--- config.mk ---
export PLATFORM = sky130hd
export DESIGN_NAME = fp_nan_quieter
export DESIGN_NICKNAME = d
export VERILOG_FILES = /design/src/rtl/fpq_pkg.sv /design/src/rtl/fpq_classify.sv /design/src/rtl/fpq_quiet.sv /design/src/rtl/fpq_outstage.sv /design/src/rtl/fp_nan_quieter.sv
export SDC_FILE = /design/constraint.sdc
export NUM_CORES = 1
export LEC_CHECK = 0
export BUFFER_PORTS_ARGS = -buffer_cell sky130_fd_sc_hd__clkbuf_2
export CAP_MARGIN = 20
export CORE_ASPECT_RATIO = 0.9
export CORE_MARGIN = 1
export CORE_UTILIZATION = 37
export DETAILED_ROUTE_END_ITERATION = 8
export PLACE_DENSITY = 0.69
export SLEW_MARGIN = 40
export SYNTH_ARGS = -nofsm -noshare
export SYNTH_HDL_FRONTEND = slang
export SYNTH_SLANG_ARGS = --single-unit
--- constraint.sdc ---
create_clock -name clk -period 1.25 [get_ports clk]
set_input_delay 0.0625 -clock clk [delete_from_list [all_inputs] [get_ports clk]]
set_output_delay 0.0625 -clock clk [all_outputs]
set_load 0.01 [all_outputs]
--- src/rtl/fpq_pkg.sv ---
package fpq_pkg;

   typedef enum logic [2:0] {
      CLS_ZERO   = 3'd0,
      CLS_DENORM = 3'd1,
      CLS_NORMAL = 3'd2,
      CLS_INF    = 3'd3,
      CLS_QNAN   = 3'd4,
      CLS_SNAN   = 3'd5
   } fp_class_e;

   localparam int CLASS_W = 3;

endpackage

--- src/rtl/fpq_classify.sv ---
module fpq_classify #(
   parameter int EXP_W  = 8,
   parameter int FRAC_W = 23
) (
   input  logic [EXP_W-1:0]  exp_i,
   input  logic [FRAC_W-1:0] frac_i,
   input  logic              nan2008_i,
   output fpq_pkg::fp_class_e cls_o,
   output logic              snan_o
);
   import fpq_pkg::*;

   localparam int QBIT = FRAC_W - 1;

   logic exp_zero, exp_ones, frac_zero, qbit, is_nan;

   always_comb begin
      exp_zero  = (exp_i == '0);
      exp_ones  = (exp_i == '1);
      frac_zero = (frac_i == '0);
      qbit      = frac_i[QBIT];
      is_nan    = exp_ones && !frac_zero;
      // signaling when the convention bit and the quiet indicator differ in sense
      snan_o    = is_nan && (nan2008_i ^ qbit);
   end

   always_comb begin
      if (exp_zero)      cls_o = frac_zero ? CLS_ZERO : CLS_DENORM;
      else if (!exp_ones) cls_o = CLS_NORMAL;
      else if (frac_zero) cls_o = CLS_INF;
      else               cls_o = snan_o ? CLS_SNAN : CLS_QNAN;
   end

   // a signaling NaN always carries an all-ones exponent and nonzero fraction
   always_comb begin
      if (snan_o) a_r2_snan_is_nan : assert (exp_i == '1 && frac_i != '0);
   end

endmodule

--- src/rtl/fpq_quiet.sv ---
module fpq_quiet #(
   parameter int FRAC_W = 23
) (
   input  logic [FRAC_W-1:0] frac_i,
   input  logic              nan2008_i,
   output logic [FRAC_W-1:0] frac_o
);
   localparam int QBIT = FRAC_W - 1;
   localparam int FIXB = FRAC_W - 2;

   logic [FRAC_W-1:0] q_mask, fix_mask, cleared;

   always_comb begin
      q_mask   = '0;
      q_mask[QBIT] = 1'b1;
      fix_mask = '0;
      fix_mask[FIXB] = 1'b1;
      cleared  = frac_i & ~q_mask;
      if (nan2008_i)             frac_o = frac_i | q_mask;
      else if (cleared == '0)    frac_o = fix_mask;
      else                       frac_o = cleared;
   end

endmodule

--- src/rtl/fpq_outstage.sv ---
module fpq_outstage #(
   parameter int  WORD_W  = 32,
   parameter bit  REG_OUT = 1'b1
) (
   input  logic              clk,
   input  logic              rst_n,
   input  logic [2:0]        cls_d,
   input  logic [WORD_W-1:0] res_d,
   input  logic              inv_d,
   output logic [2:0]        cls_q,
   output logic [WORD_W-1:0] res_q,
   output logic              inv_q
);
   generate
      if (REG_OUT) begin : g_reg
         always_ff @(posedge clk) begin
            if (!rst_n) begin
               cls_q <= '0;
               res_q <= '0;
               inv_q <= 1'b0;
            end else begin
               cls_q <= cls_d;
               res_q <= res_d;
               inv_q <= inv_d;
            end
         end
      end else begin : g_comb
         assign cls_q = cls_d;
         assign res_q = res_d;
         assign inv_q = inv_d;
      end
   endgenerate

endmodule

--- src/rtl/fp_nan_quieter.sv ---
module fp_nan_quieter #(
   parameter int EXP_W   = 8,
   parameter int FRAC_W  = 23,
   parameter bit REG_OUT = 1'b1
) (
   input  logic                      clk,
   input  logic                      rst_n,
   input  logic [EXP_W+FRAC_W:0]     operand_i,
   input  logic                      nan2008_i,
   output logic [2:0]                class_o,
   output logic [EXP_W+FRAC_W:0]     result_o,
   output logic                      invalid_o
);
   import fpq_pkg::*;

   localparam int WORD_W = 1 + EXP_W + FRAC_W;
   localparam int SGN    = WORD_W - 1;
   localparam int QBIT   = FRAC_W - 1;

   generate
      if (FRAC_W < 2) begin : g_bad_frac
         $error("fp_nan_quieter: FRAC_W must be at least 2");
      end
      if (EXP_W < 2) begin : g_bad_exp
         $error("fp_nan_quieter: EXP_W must be at least 2");
      end
   endgenerate

   logic              sgn;
   logic [EXP_W-1:0]  expf;
   logic [FRAC_W-1:0] frac, frac_q;
   fp_class_e         cls;
   logic              snan;
   logic [WORD_W-1:0] res_d;

   assign sgn  = operand_i[SGN];
   assign expf = operand_i[SGN-1 -: EXP_W];
   assign frac = operand_i[FRAC_W-1:0];

   fpq_classify #(.EXP_W(EXP_W), .FRAC_W(FRAC_W)) u_classify (
      .exp_i    (expf),
      .frac_i   (frac),
      .nan2008_i(nan2008_i),
      .cls_o    (cls),
      .snan_o   (snan)
   );

   fpq_quiet #(.FRAC_W(FRAC_W)) u_quiet (
      .frac_i   (frac),
      .nan2008_i(nan2008_i),
      .frac_o   (frac_q)
   );

   assign res_d = snan ? {sgn, expf, frac_q} : operand_i;

   fpq_outstage #(.WORD_W(WORD_W), .REG_OUT(REG_OUT)) u_out (
      .clk  (clk),
      .rst_n(rst_n),
      .cls_d(cls),
      .res_d(res_d),
      .inv_d(snan),
      .cls_q(class_o),
      .res_q(result_o),
      .inv_q(invalid_o)
   );

   // Reference copies of the stimulus aligned with the outputs, for assertions.
   logic [WORD_W-1:0] chk_op;
   logic              chk_mode, chk_ok;

   generate
      if (REG_OUT) begin : g_chk_reg
         always_ff @(posedge clk) begin
            if (!rst_n) begin
               chk_ok   <= 1'b0;
               chk_op   <= '0;
               chk_mode <= 1'b0;
            end else begin
               chk_ok   <= 1'b1;
               chk_op   <= operand_i;
               chk_mode <= nan2008_i;
            end
         end
      end else begin : g_chk_comb
         assign chk_ok   = 1'b1;
         assign chk_op   = operand_i;
         assign chk_mode = nan2008_i;
      end
   endgenerate

   a_r3_inv_means_snan : assert property (@(posedge clk) disable iff (!rst_n)
      chk_ok |-> (invalid_o == (class_o == 3'd5)));

   a_r8_sign_kept : assert property (@(posedge clk) disable iff (!rst_n)
      chk_ok |-> (result_o[SGN] == chk_op[SGN]));

   a_r7_pass_through : assert property (@(posedge clk) disable iff (!rst_n)
      (chk_ok && !invalid_o) |-> (result_o == chk_op));

   a_r4_set_qbit : assert property (@(posedge clk) disable iff (!rst_n)
      (chk_ok && invalid_o && chk_mode) |-> result_o[QBIT]);

   a_r5_clear_qbit : assert property (@(posedge clk) disable iff (!rst_n)
      (chk_ok && invalid_o && !chk_mode) |-> !result_o[QBIT]);

   a_r6_stays_nan : assert property (@(posedge clk) disable iff (!rst_n)
      (chk_ok && invalid_o) |->
         (result_o[SGN-1 -: EXP_W] == '1 && result_o[FRAC_W-1:0] != '0));

endmodule

==> results.json <==
{
  "synth_top_cell_by_area": "dfxtp_1",
  "finalPower_mw": 2.30,
  "place_hpwl_mm": 1.94,
  "grt_usage_pct": 19.0,
  "tightest_slew_ns": 0.503,
  "rsz0062_at_grt": "false",
  "maxSlewViolCount": 0,
  "grt_overflow": 0,
  "fmax_ghz": 0.977,
  "grt_start_max_net_pins": 36,
  "clock-sinks": 36,
  "syn_inst": 104,
  "cts_tree": "done",
  "cp-end-kind": "flip-flop",
  "cellPowerDensity_nw_per_um2": 1180,
  "area_growth_pct": 69.8,
  "synth_edf_count": 0,
  "max_slew_margin_pct": 66.4,
  "yosys_warnings": 0,
  "clk_path_buf_depth": 2,
  "peakVddDrop_uv": 842,
  "min_from": "operand_i[22]",
  "setup_tns_ns": 0,
  "place_area_sq_um": 1580,
  "vias": 1149,
  "mappedNetlistArea_sq_um": 1150,
  "num_rows": 18,
  "drt_iter0_drc": 23,
  "dieArea_sq_um": 3340,
  "io-pin-count": 71,
  "firstDrtPassIters": 4,
  "fin_crit_ns": 1.02,
  "p_leak_nw": 0.914,
  "antenna_found_initial": 0,
  "io_buffers": 70,
  "avgSynthCellArea_sq_um": 11.1,
  "routed_wl_mm": 2.93,
  "drv_cap": 0,
  "place.gp.congestion": 0.721,
  "ys_ff_latch": 36,
  "cp_max_fo": 4,
  "yosysMostFrequentCell": "dfxtp_1",
  "pre_cts_ws_ns": -0.127,
  "post_drt_via_cell_ratio": 4.52,
  "synthArstFlopShare_pct": 0,
  "grt_pass1_wl_mm": 4.46,
  "grt_pass1_vias": 1056,
  "final_cell_area_sq_um": 1950,
  "min_period_over_period_pct": 81.9,
  "status": "finished, final reports clean",
  "synth-seq-area-share_pct": 62.6,
  "setup_violations": 0,
  "start_kind": "primary input",
  "cts_max_level": 2,
  "ys_top_cells_by_area": "dfxtp_1, and2_1, nor4_2",
  "yosys-top-cells-count": "dfxtp_1, and2_1, nor4_2, o21ai_0",
  "dieHeight_microns": 54.9,
  "wl_per_cell_microns": 11.5,
  "cts_buffers": 5,
  "route.detailed.drc": 0,
  "synth_xor_area_share_pct": 0,
  "start_util_pct": 40.6,
  "diodes": 0,
  "synth_mux_area_share_pct": 0,
  "cts_root_buffer": "clkbuf_4",
  "synth_nets": 139,
  "cts.repair.resized": 0,
  "yosys_most_used_dff": "dfxtp_1",
  "synth_top_family_by_area": "simple AND/OR/NAND/NOR gates",
  "startpoint": "operand_i[6]",
  "cp-endpoint": "u_out.cls_q[0]",
  "fin_cells": 254,
  "cp.arrival_ns": 1.26,
  "synth_cell_types": 21,
  "path_class": "in2reg",
  "yosys.area_share.simple_pct": 30.3,
  "yosys.area.top_type_share_pct": 62.6,
  "drtAntennaViolNets": 0,
  "drive_gt1_share_pct": 41.1,
  "synth_adder_area_share_pct": 0,
  "min_path_type": "in2reg",
  "path_clk_slew_ns": 0.10,
  "holdWs_ns": 0.0619,
  "hold_violations": 0,
  "fin_ws_ns": 0.226,
  "placedCellCount": 216,
  "core-area_sq_um": 2840,
  "fin_nets": 248,
  "synth_compound_area_share_pct": 5.76,
  "fin_util_pct": 68.9,
  "worstPathRequired_ns": 1.49,
  "die_x_microns": 60.8
}
## worst min-delay path by stage
stage,depth (start not counted),end
2_1_floorplan,1,u_out.res_q[0]
3_3_place_gp,2,u_out.res_q[31]
3_5_place_dp,2,u_out.res_q[31]
4_1_cts,3,u_out.res_q[22]
5_1_grt,3,u_out.res_q[22]
6_report,3,u_out.res_q[22]
## critical path, stage by stage
cell and delay (ns):
clkbuf_2 0.10, nor4_2 0.29, nand4_1 0.19, or4_1 0.42, and4_1 0.20
## power by group
group          leakage (nW)  internal [mW]  total, mW  switching [mW]
Sequential            0.299           1.20       1.22          0.0146
Clock                0.0422          0.419      0.781           0.362
Combinational         0.573          0.173      0.304           0.130
Total                 0.914           1.80       2.30           0.507
## metal layers
layer	track usage, %	wire length (microns)	vias up
li1	-	-	571
met1	21.3	1180	532
met2	32.2	1540	42
met3	8.60	181	4
met4	6.44	30	0
met5	0	0	-
## registers in the layout, summed over array words and instances (netlist names)
signal and cells:
u_out.cls_q 3, u_out.inv_q 1, u_out.res_q 32
## placed cells by master (no fill, tap or decap)
| cell type | count |
|---|---|
| clkbuf_1 | 1 |
| or3_1 | 1 |
| buf_4 | 5 |
| dfxtp_1 | 36 |
| clkbuf_4 | 5 |
| o21a_1 | 2 |
| and2_2 | 1 |
| nand4_1 | 3 |
| inv_1 | 1 |
| nand2b_1 | 1 |
| nor4_2 | 4 |
| and2_1 | 29 |
| dlygate4sd3_1 | 30 |
| nor2_1 | 3 |
| nand2_1 | 3 |
| clkinv_2 | 1 |
| clkbuf_2 | 70 |
| and4_1 | 1 |
| or4_1 | 3 |
| nor4_1 | 2 |
| or2_2 | 1 |
| a21oi_1 | 3 |
| bufinv_16 | 1 |
| o21ai_0 | 4 |
| o2bb2ai_1 | 1 |
| nor2b_1 | 1 |
| o211ai_1 | 1 |
## cell families (layout without fill, tap and decap cells)
group,after synthesis,in the layout
simple gates,53,53
flops,36,36
compound gates,11,11
buf+inv,4,114
## cell type report
| class | count | area (sq um) |
|---|---|---|
| multi-input cells | 64 | 415 |
| clock buffers | 6 | 41.3 |
| inverters | 1 | 3.75 |
| flip-flops and latches | 36 | 721 |
| well taps | 40 | 50.0 |
| clock inverters | 2 | 35.0 |
| fillers | 242 | 883 |
| repair buffers | 105 | 688 |
## timing repair
item / 4_1_cts / 5_1_grt
buffers inserted: 0 / 0
hold buffers: 30 / 0
endpoints found under the hold margin: 30 / 0
(Power assumes the default switching activity.)
